[config.mk]
export PLATFORM = sky130hd
export DESIGN_NAME = pla_core
export DESIGN_NICKNAME = d
export VERILOG_FILES = /design/src/rtl/pla_pkg.sv /design/src/rtl/pla_fuse_loader.sv /design/src/rtl/pla_and_plane.sv /design/src/rtl/pla_or_stage.sv /design/src/rtl/pla_core.sv
export SDC_FILE = /design/constraint.sdc
export NUM_CORES = 1
export LEC_CHECK = 0
export ABC_AREA = 1
export CORE_UTILIZATION = 30
export DETAILED_ROUTE_END_ITERATION = 10
export PLACE_DENSITY_LB_ADDON = 0.05
export RECOVER_POWER = 25
export SLEW_MARGIN = 20
export SYNTH_ARGS = -nofsm -noshare
export SYNTH_HDL_FRONTEND = slang
export SYNTH_SLANG_ARGS = --single-unit
[constraint.sdc]
create_clock -name clk -period 4.5 [get_ports clk]
set_input_delay 1.125 -clock clk [delete_from_list [all_inputs] [get_ports clk]]
set_output_delay 1.125 -clock clk [all_outputs]
set_load 0.02 [all_outputs]
[src/rtl/pla_pkg.sv]
// Package: shared sizes and the fixed input-to-pair routing of the array.
// Assumes two OR groups of equal size.
package pla_pkg;
    localparam int N_IN      = 16;
    localparam int N_LINES   = 2 * N_IN;
    localparam int N_TERMS   = 16;
    localparam int N_GROUPS  = 2;
    localparam int FUSE_BITS = N_TERMS * N_LINES;

    // Returns the in_pins bit that feeds array pair p.
    function automatic int pair_source(input int p);
        case (p)
            0:  return 1;   1:  return 0;   2:  return 2;   3:  return 15;
            4:  return 3;   5:  return 14;  6:  return 4;   7:  return 13;
            8:  return 5;   9:  return 12;  10: return 6;   11: return 11;
            12: return 7;   13: return 10;  14: return 8;   default: return 9;
        endcase
    endfunction
endpackage

[src/rtl/pla_fuse_loader.sv]
// Fuse loader: takes the map in serially, LSB first, and counts the bits.
// The map locks once BITS bits have arrived; only a reset reopens it.
module pla_fuse_loader #(
    parameter int BITS = 512
) (
    input  logic            clk,
    input  logic            rst_n,
    input  logic            cfg_en,
    input  logic            cfg_data,
    output logic [BITS-1:0] fuse_q,
    output logic            done_q
);
    localparam int CW = $clog2(BITS + 1);
    logic [CW-1:0] count_q;

    // Shift in one map bit on each enabled edge until the map is full.
    always_ff @(posedge clk) begin
        if (!rst_n) begin
            fuse_q  <= '0;
            count_q <= '0;
            done_q  <= 1'b0;
        end else if (cfg_en && !done_q) begin
            fuse_q  <= {cfg_data, fuse_q[BITS-1:1]};
            count_q <= count_q + 1'b1;
            done_q  <= (count_q == CW'(BITS - 1));
        end
    end

    AST_DONE_ON_LAST_BIT: assert property (@(posedge clk) disable iff (!rst_n)
        $rose(done_q) |-> ($past(count_q) == CW'(BITS - 1) && $past(cfg_en)));
    AST_DONE_STICKY: assert property (@(posedge clk) disable iff (!rst_n)
        done_q |=> done_q);
    AST_MAP_LOCKED: assert property (@(posedge clk) disable iff (!rst_n)
        done_q |=> $stable(fuse_q));
endmodule

[src/rtl/pla_and_plane.sv]
// AND plane: every term is the AND of the lines its fuse row connects.
// A row with no connection gives 0. Purely combinational.
module pla_and_plane #(
    parameter int LINES = 32,
    parameter int TERMS = 16
) (
    input  logic [LINES-1:0]       lines,
    input  logic [TERMS*LINES-1:0] fuse,
    output logic [TERMS-1:0]       terms
);
    for (genvar t = 0; t < TERMS; t++) begin : g_term
        logic [LINES-1:0] row;
        assign row = fuse[t*LINES +: LINES];
        // A term asserts when its row is not empty and every connected line is high.
        always_comb terms[t] = (|row) & (&(lines | ~row));
    end
endmodule

[src/rtl/pla_or_stage.sv]
// OR stage: fixed groups of consecutive terms, merged into an OR/NOR pair.
// Both outputs are held low until enable is set.
module pla_or_stage #(
    parameter int TERMS  = 16,
    parameter int GROUPS = 2
) (
    input  logic [TERMS-1:0] terms,
    input  logic             enable,
    output logic             q_or,
    output logic             q_nor
);
    localparam int GSIZE = TERMS / GROUPS;
    logic [GROUPS-1:0] grp;

    for (genvar g = 0; g < GROUPS; g++) begin : g_grp
        // Reduce one block of consecutive terms.
        always_comb grp[g] = |terms[g*GSIZE +: GSIZE];
    end

    // Merge the group results into the gated complementary pair.
    always_comb begin
        q_or  = enable & (|grp);
        q_nor = enable & ~(|grp);
    end
endmodule

[src/rtl/pla_core.sv]
// Top: routes the inputs into true and inverted lines, then runs loader,
// AND plane and OR stage. Assumes the map is loaded once after each reset.
module pla_core
    import pla_pkg::*;
(
    input  logic            clk,
    input  logic            rst_n,
    input  logic            cfg_en,
    input  logic            cfg_data,
    input  logic [N_IN-1:0] in_pins,
    output logic            cfg_done,
    output logic            q_or,
    output logic            q_nor
);
    logic [FUSE_BITS-1:0] fuse;
    logic [N_LINES-1:0]   lines;
    logic [N_TERMS-1:0]   terms;

    for (genvar p = 0; p < N_IN; p++) begin : g_pair
        // Even line carries the input as it is, odd line its inverse.
        always_comb begin
            lines[2*p]   = in_pins[pair_source(p)];
            lines[2*p+1] = ~in_pins[pair_source(p)];
        end
    end

    pla_fuse_loader #(.BITS(FUSE_BITS)) u_loader (
        .clk(clk), .rst_n(rst_n), .cfg_en(cfg_en), .cfg_data(cfg_data),
        .fuse_q(fuse), .done_q(cfg_done));

    pla_and_plane #(.LINES(N_LINES), .TERMS(N_TERMS)) u_and (
        .lines(lines), .fuse(fuse), .terms(terms));

    pla_or_stage #(.TERMS(N_TERMS), .GROUPS(N_GROUPS)) u_or (
        .terms(terms), .enable(cfg_done), .q_or(q_or), .q_nor(q_nor));

    AST_HOLD_LOW_UNLOADED: assert property (@(posedge clk) disable iff (!rst_n)
        !cfg_done |-> (!q_or && !q_nor));
    AST_PAIR_COMPLEMENT: assert property (@(posedge clk) disable iff (!rst_n)
        cfg_done |-> (q_or != q_nor));
    AST_PAIR_ONEHOT: assert property (@(posedge clk) disable iff (!rst_n)
        $onehot0({q_or, q_nor}));
endmodule

Yosys cells after proc, flatten, opt, wreduce, memory -nomap -nowiden --
Cells that the tools add are included.
Storage, ports and cells: bits in registers 523, output and inout bits 3, bits in latches 0, logic and storage cells 107, RAM bits 0, ROM bits 0, memories 0, bits of input ports 20
Operators by class: $lt $le $gt $ge 0, eq/ne operators 1, div/mod/pow operators 0, muxes and demuxes 0, add/subtract/negate cells 1, reduce and logical (&&, ||, !) cells 35, bitwise operators 67, multipliers 0, shift operators 0
Operators with widths (number):
- $not 32->32 | 16
- $or 32x32->32 | 16
- $reduce_and 32->1 | 16
- $reduce_or 32->1 | 16
- $and 1x1->1 | 18
- $not 1->1 | 17
- $reduce_or 16->1 | 1
- $add 10x1->10 const B | 1
- $eq 10x9->1 const B | 1
- $logic_and 1x1->1 | 1
- $logic_not 1->1 | 1

Depth between registers and ports, before layout --
Gate-level depths: netlist of run 1.
depth after elaboration 7, gate-level depth with buffers 14, depth with buffers taken out 12

Hierarchy --
Synthesis of run 1 repeated with hierarchy kept, for this count alone.
Second synthesis, totals: cell total of the unflattened synthesis 3905, area total of the unflattened synthesis 24498.5 µm²
By module, submodules not included:
- pla_fuse_loader | seq. area each 10470.0 µm², instances 1, area an instance 18088.6 µm², cells an instance 2290
- pla_and_plane | seq. area each 0.0 µm², instances 1, area an instance 6273.5 µm², cells an instance 1581
- pla_or_stage | seq. area each 0.0 µm², instances 1, area an instance 76.3 µm², cells an instance 18
- pla_core | seq. area each 0.0 µm², instances 1, area an instance 60.1 µm², cells an instance 16

Least setup slack after synthesis of run 1 --
OpenSTA, ideal clock, no wires.
path type input -> output, from in in_pins[6], to out q_nor, arrival time 2.268 ns, path slack 1.107 ns, stages on the path 13, cell sequence buf_4 inv_4 buf_6 nand2_1 nand2_1 nor2_1 nand2_1 nor2_1 nand3_1 nand2_1 nor2_1 nand2_2 nor3_2
On the way: word-level cells in the longest chain between the ends 7, elaborated cells between the ends (all ways) 52, those cells by class bitwise (35); reduce/logical (17)
RTL lines:
- start: declaration | line pla_core.sv:10 | input logic [N_IN-1:0] in_pins,
- $not 1->1 | line pla_core.sv:23 | lines[2*p+1] = ~in_pins[pair_source(p)];
- $or 32x32->32 | line pla_and_plane.sv:15 | always_comb terms[t] = (|row) & (&(lines | ~row));
- $reduce_and 32->1 | line pla_and_plane.sv:15
- $and 1x1->1 | line pla_and_plane.sv:15
- $reduce_or 16->1 * | line pla_or_stage.sv:23 | q_nor = enable & ~(|grp);
- $not 1->1 * | line pla_or_stage.sv:23
- $and 1x1->1 * | line pla_or_stage.sv:23
- end: declaration | line pla_core.sv:13 | output logic q_nor
Mark *: on every way between the ends. The rest lies on a longest branch, timed or not.

Worst setup path in the final report of run 1 --
from in in_pins[13], to out q_nor
The elaborated chain is that of the path after synthesis.

==> results.md, run 1 <==
* Routed WL per cell at 17.2 um
* Root Buffer: clkbuf_16
* Mapped Cells at 3632
* DRC marker count from the first detailed-route iteration at 1580
* R2R Path Start: u_loader.done_q$_SDFFE_PN0P_
* 1st-pass router iterations at 7
* Routed WL at 81400 um
* Initial core utilization at 30.4%
* Mapped Area at 23600 um2
* Final worst path period share at 98.1%
* Synth Flop Type: dfxtp_1
* Vias per cell at 4.81
* Placed Area at 25700 um2
* Post-synth ARST share at 0%
* Largest fanout on the critical path at 8
* Die X at 282 um
* Max VDD drop at 415 uV
* Outcome: finished, violations left
* GRT Overall Usage at 20.1%
* H-tree depth at 3
* Clock Pin Slew Worst Setup and Hold Paths at 60 ps
* Nets@finish at 3665
* Type of the most critical hold path: register to register
* DRC viols at 0
* Vias in the first global route at 21200
* Pin count of the biggest net entering global routing at 127
* Routed vias at 22800
* Netlist cell types at 26
* Final setup fails at 0
* Clock Latency Late Sink at 610 ps
* Slew HR at -42.7%
* Top Ports at 23
* Violated checks: max-capacitance violations, max-slew violations
* YS warnings at 0
* Critical Path Source: in_pins[13]
* Leakage at 12.2 nW
* Hpwl dp at 54500 um
* Startpoint types: input port
* Max-cap violation count at 1
* Placed cell count at 4608
* ANT nets after route at 0
* Final GP Congestion at 0.844
* Share of cells above drive strength 1 at 7.86%
* Sequential area share after synthesis at 44.4%
* Pre-CTS setup slack at -744 ps
* Final Non-Filler Cells at 4729
* Design area at 28200 um2
* Hold Vio Cnt, Final at 0
* First-pass GRT wire length at 124000 um
* Clock buffer depth at 3
* Num rows at 102
* CTS tree: yes
* Die Y at 282 um
* Setup CP Type: input port to output port
* Slew Viols, Final at 52
* Area grow syn2layout at 19.9%
* Util after Layout at 36.4%
* GRT overflow at 0
* Antenna violations before repair at 1
* Die ar. at 79700 um2
* Syn Area/Cell at 6.49 um2
* Post-synth EDFFs at 0
* Worst-Margin Slew at 2140 ps
* Critical Path End Type: output port
* Worst hold start: u_loader.count_q[4]$_SDFFE_PN0P_
* Clk sinks at 523
* Hold_buf cts at 0
* Power density cells at 434 nW/um2
* WP data required at 3380 ps
* Worst Skew at 18.7 ps
* Diode count at 0
* Max Clk Rate at 0.226 GHz
* RSZ-0062 raised after global routing: false
* Crit path DAT at 3290 ps
* Port Buf Inserts at 22
* Setup WS post-layout at 84.2 ps
* CTS Buf Count at 66
* Synth Register Bits at 523
* Syn nets at 3653
* Min cycle time layout at 4420 ps
* Area of the core at 77600 um2
flip-flops by register name (all words and copies together) (netlist names):
name / count
u_loader.count_q: 10
u_loader.done_q: 1
u_loader.fuse_q: 512
where the power goes:
group          switching (W)  internal [W]  leakage [nW]
combinational        0.00102      0.000612          6.82
clock                0.00209       0.00330          1.08
sequential          0.000311       0.00493          4.32
total                0.00342       0.00884          12.2
worst paths after layout:
path	depth (start not counted)	endpoint	slack [ps]
setup / recovery	16	q_nor	80
hold / removal	2	u_loader.count_q[4]$_SDFFE_PN0P_	480
setup reg to reg	5	u_loader.fuse_q[487]$_SDFFE_PN0P_	1000
hold reg to reg	2	u_loader.count_q[4]$_SDFFE_PN0P_	480
layer usage:
layer,vias to the layer above,global-route usage (%),share of wire [%]
met3,110,2.59,4.0
met5,-,0,0
met1,10600,26.8,47
li1,11600,-,-
met2,420,32.8,46
met4,0,7.65,3.1
Yosys cell counts, drive strengths merged (3+ instances only):
library cell	instances	area, um2
dfxtp	523	10500
clkbuf	134	503
inv	97	394
o21ai	574	2870
nand3	18	90.1
nor3	3	25.0
buf	85	584
nand2	768	2890
nand4	61	382
a21oi	131	656
nor2	1229	4620
xor2	3	26.3
and2	3	18.8
logic make-up (layout without fill, tap and decap cells):
group,Yosys count,in the layout,share of synthesized area (%)
adders and majority gates,1,1,0.0531
and+or+nand+nor,2083,2083,34.1
buffers and inverters,316,373,6.29
DFF,523,523,44.4
AOI/OAI and AO/OA,706,706,15.0
xor gates and xnor gates,3,3,0.112
worst max-delay path: stages:
cell	delay, ps
clkdlybuf4s50_1	500
buf_12	180
inv_4	70
buf_12	150
nand2_1	50
nand2_1	50
nor2_1	120
nand2_1	90
nor2_1	250
nand3_1	120
nand2_1	100
nor2_2	50
nand2_2	100
buf_4	130
nor3_2	30
buf_4	150
timing repair:
action                                 in CTS  in global routing
pin swaps                                   3                  5
resized for setup                          37                 39
setup buffers                               5                  0
cloned                                      0                  3
setup endpoints to repair                   2                  2
endpoints found under the hold margin       0                  0
metrics by stage:
step | setup TNS (ps) | total power [W] | hold slack (ps)
after floorplan | 0 | 0.00623 | 452
after global placement | -1420 | 0.00692 | 466
after global routing | 0 | 0.0129 | 504
after CTS | 0 | 0.0124 | 485
final | 0 | 0.0123 | 477
after detailed placement | -1430 | 0.00692 | 476
layout by cell type, fill, tap and decap left out, drive strengths merged:
master,n
nand3,18
nor3b,1
nand2,768
clkinvlp,1
nor2,1229
xor2,3
buf,139
nor3,3
and2,3
dlymetal6s2s,7
clkbuf,107
inv,97
o21ba,1
ha,1
bufinv,3
clkdlybuf4s50,10
nand4,61
a21oi,131
dlygate4sd3,1
dlygate4sd2,1
o21ai,574
clkinv,7
dfxtp,523
cell type report:
class | instances | area, um2
fill | 8394 | 49400
multi-input combinational | 2793 | 11700
sequential | 523 | 10500
timing repair buffer | 163 | 2100
clock buffer | 102 | 2050
tap | 1040 | 1300
inverter | 97 | 437
clock inverter | 11 | 136
No activity file was read; power rests on OpenSTA's default activity.
==> run 2: changes to the inputs <==
Settings changed: CORE_ASPECT_RATIO from default to 0.5, PLACE_DENSITY_LB_ADDON 0.05 to 0.1.
==> results.md, run 2 (same netlist as run 1, synthesis figures left out) <==
* Outcome: finished, violations left
* Violated checks: max-capacitance violations, max-slew violations
* Diode count at 0
* CTS tree: yes
* Startpoint types: input port
* Worst hold path endpoint: u_loader.count_q[4]$_SDFFE_PN0P_
* Clock Pin Slew Worst Setup and Hold Paths at 60 ps
* Max reg flops at 512
* 1st-pass router iterations at 5
* Antenna violations before repair at 2
* Num rows at 72
* Worst-Margin Slew at 1920 ps
* Slew Viols, Final at 402
* Final worst path period share at 97.5%
* Comb pwr share at 13.9%
* Max Clk Rate at 0.228 GHz
* Vias in the first global route at 20300
* Worst Skew at 14.9 ps
* Clock buffer depth at 3
* Die Y at 200 um
* Most common cell after layout, fill and taps aside: nor2_1
* Routed WL at 79800 um
* Share of cells above drive strength 1 at 8.36%
* Power density cells at 419 nW/um2
* DRC marker count from the first detailed-route iteration at 1737
* CTS Buf Count at 54
* H-tree depth at 2
* Hpwl dp at 53600 um
* ANT nets after route at 0
* Highest-count cells in the layout ignoring fill and taps: nor2_1, nand2_1, o21ai_0, dfxtp_1, a21oi_1
* Pin count of the biggest net entering global routing at 185
* Min cycle time layout at 4390 ps
* Sequential share of power at 44.9%
* RSZ-0062 raised after global routing: false
* Final setup fails at 0
* Register area at 10500 um2
* R2R Path Start: u_loader.done_q$_SDFFE_PN0P_
* CP max stage delay at 510 ps
* Type of the most critical hold path: register to register
* Max-cap violation count at 4
* Die ar. at 79700 um2
* WHS at 482 ps
* Slew HR at -28.2%
* CP cell instances: clkdlybuf4s50_1 -> buf_12 -> buf_4 -> o21ai_1 -> nor2_1 -> nand2_1 -> nor2_1 -> nand3_1 -> nand2_1 -> nor2_4 -> nand2_2 -> nor2_1 -> nor2_2 -> buf_4
* Nets@finish at 3689
* WP data required at 3380 ps
* Worst path top cell family by delay: buffers and inverters
* Clk sinks at 523
* Clock Latency Late Sink at 620 ps
* Largest regs: u_loader.fuse_q x512, u_loader.count_q x10, u_loader.done_q x1
* Switching Share at 28.3%
* GRT overflow at 0
* Hold_buf cts at 0
* Worst hold start: u_loader.count_q[3]$_SDFFE_PN0P_
* Largest Register: u_loader.fuse_q
* Fillers at 8391
* Net Sw Power at 0.00331 W
* Slowest-stage cell, CP: clkdlybuf4s50_1
* Leakage at 12.1 nW
* Die X at 398 um
* Crit path buf inv count at 4
* Multi-input combinational cell area at 11700 um2
* Final GP Congestion at 0.852
* Routed vias at 22400
* Routed WL per cell at 16.8 um
* Setup Total Neg Slack at 0 ps
* Hold Crit Depth at 2
* Setup CP Type: input port to output port
* Root Buffer: clkbuf_16
* GRT Overall Usage at 19.8%
* Largest fanout on the critical path at 26
* Top Ports at 23
* First-pass GRT wire length at 123000 um
* Area grow syn2layout at 18.3%
* Max VDD drop at 268 uV
* FF-to-FF path depth at 6
* Initial core utilization at 30.4%
* R2r setup slk at 970 ps
* Vias per cell at 4.73
* Area of the core at 77500 um2
* Critical Path End Type: output port
* Hold Vio Cnt, Final at 0
* Cell mode on critical path: nor2_1
* Port Buf Inserts at 22
* Internal power at 0.00837 W
* DRC viols at 0
* Crit path DAT at 3260 ps
* Reg-to-Reg End: u_loader.fuse_q[143]$_SDFFE_PN0P_
* Clk network pwr share at 41.2%
run 2: worst max-delay path by stage:
stage	start	end	cells after the start
2_1_floorplan	in_pins[6]	q_nor	13
3_3_place_gp	in_pins[13]	q_or	17
3_5_place_dp	in_pins[13]	q_or	17
4_1_cts	in_pins[0]	q_nor	17
5_1_grt	in_pins[11]	q_or	16
6_report	in_pins[5]	q_or	14
run 2: power groups by stage:
stage,Combinational (W),Clock [W],Sequential (W)
2_1_floorplan,0.00101,0,0.00523
3_3_place_gp,0.00157,0,0.00534
3_5_place_dp,0.00158,0,0.00534
4_1_cts,0.00161,0.00495,0.00524
5_1_grt,0.00183,0.00515,0.00529
6_report,0.00162,0.00481,0.00524
run 2: metrics by stage:
stage | cells | area, um2 | utilization, % | setup slack, ps | total power, W
6_report | 4745 | 27900 | 36.0 | 114 | 0.0117
5_1_grt | 4745 | 27900 | 36.0 | 17.3 | 0.0123
4_1_cts | 4740 | 27800 | 35.9 | 4.35 | 0.0118
3_5_place_dp | 4637 | 25800 | 33.3 | -743 | 0.00692
3_3_place_gp | 4637 | 25800 | 33.3 | -758 | 0.00691
2_1_floorplan | 3632 | 23600 | - | 1110 | 0.00623
run 2: tightest hold or removal path: stages, from the launching register on:
cell and delay [ps]:
dfxtp_1 310, nand2_1 70, a21oi_1 60
run 2: cell type report:
cell class,instances,share of cell area [%]
Clock inverter,11,0.480
Timing Repair Buffer,199,7.46
Sequential cell,523,37.6
Inverter,97,1.47
Tap cell,1036,4.65
Clock buffer,86,6.30
Multi-Input combinational cell,2793,42.1
run 2: layer usage:
layer,vias to the layer above,routed length [um],track usage [%]
met5,-,0,0
li1,11600,-,-
met4,0,1150,3.85
met1,10300,43700,31.9
met2,386,31600,27.3
met3,85,3290,2.61
run 2: repair_timing:
item                                   CTS  global route
setup endpoints to repair                2             2
setup buffers                            6             4
pin swaps                                4            10
endpoints found under the hold margin    0             0
resized for setup                       31            27
gates cloned                             0             1
==> run 3: changes to the inputs <==
Settings changed: CAP_MARGIN from default to 20.
==> results of run 3 <==
Final layout, timing and power as in run 2 (identical DEF).
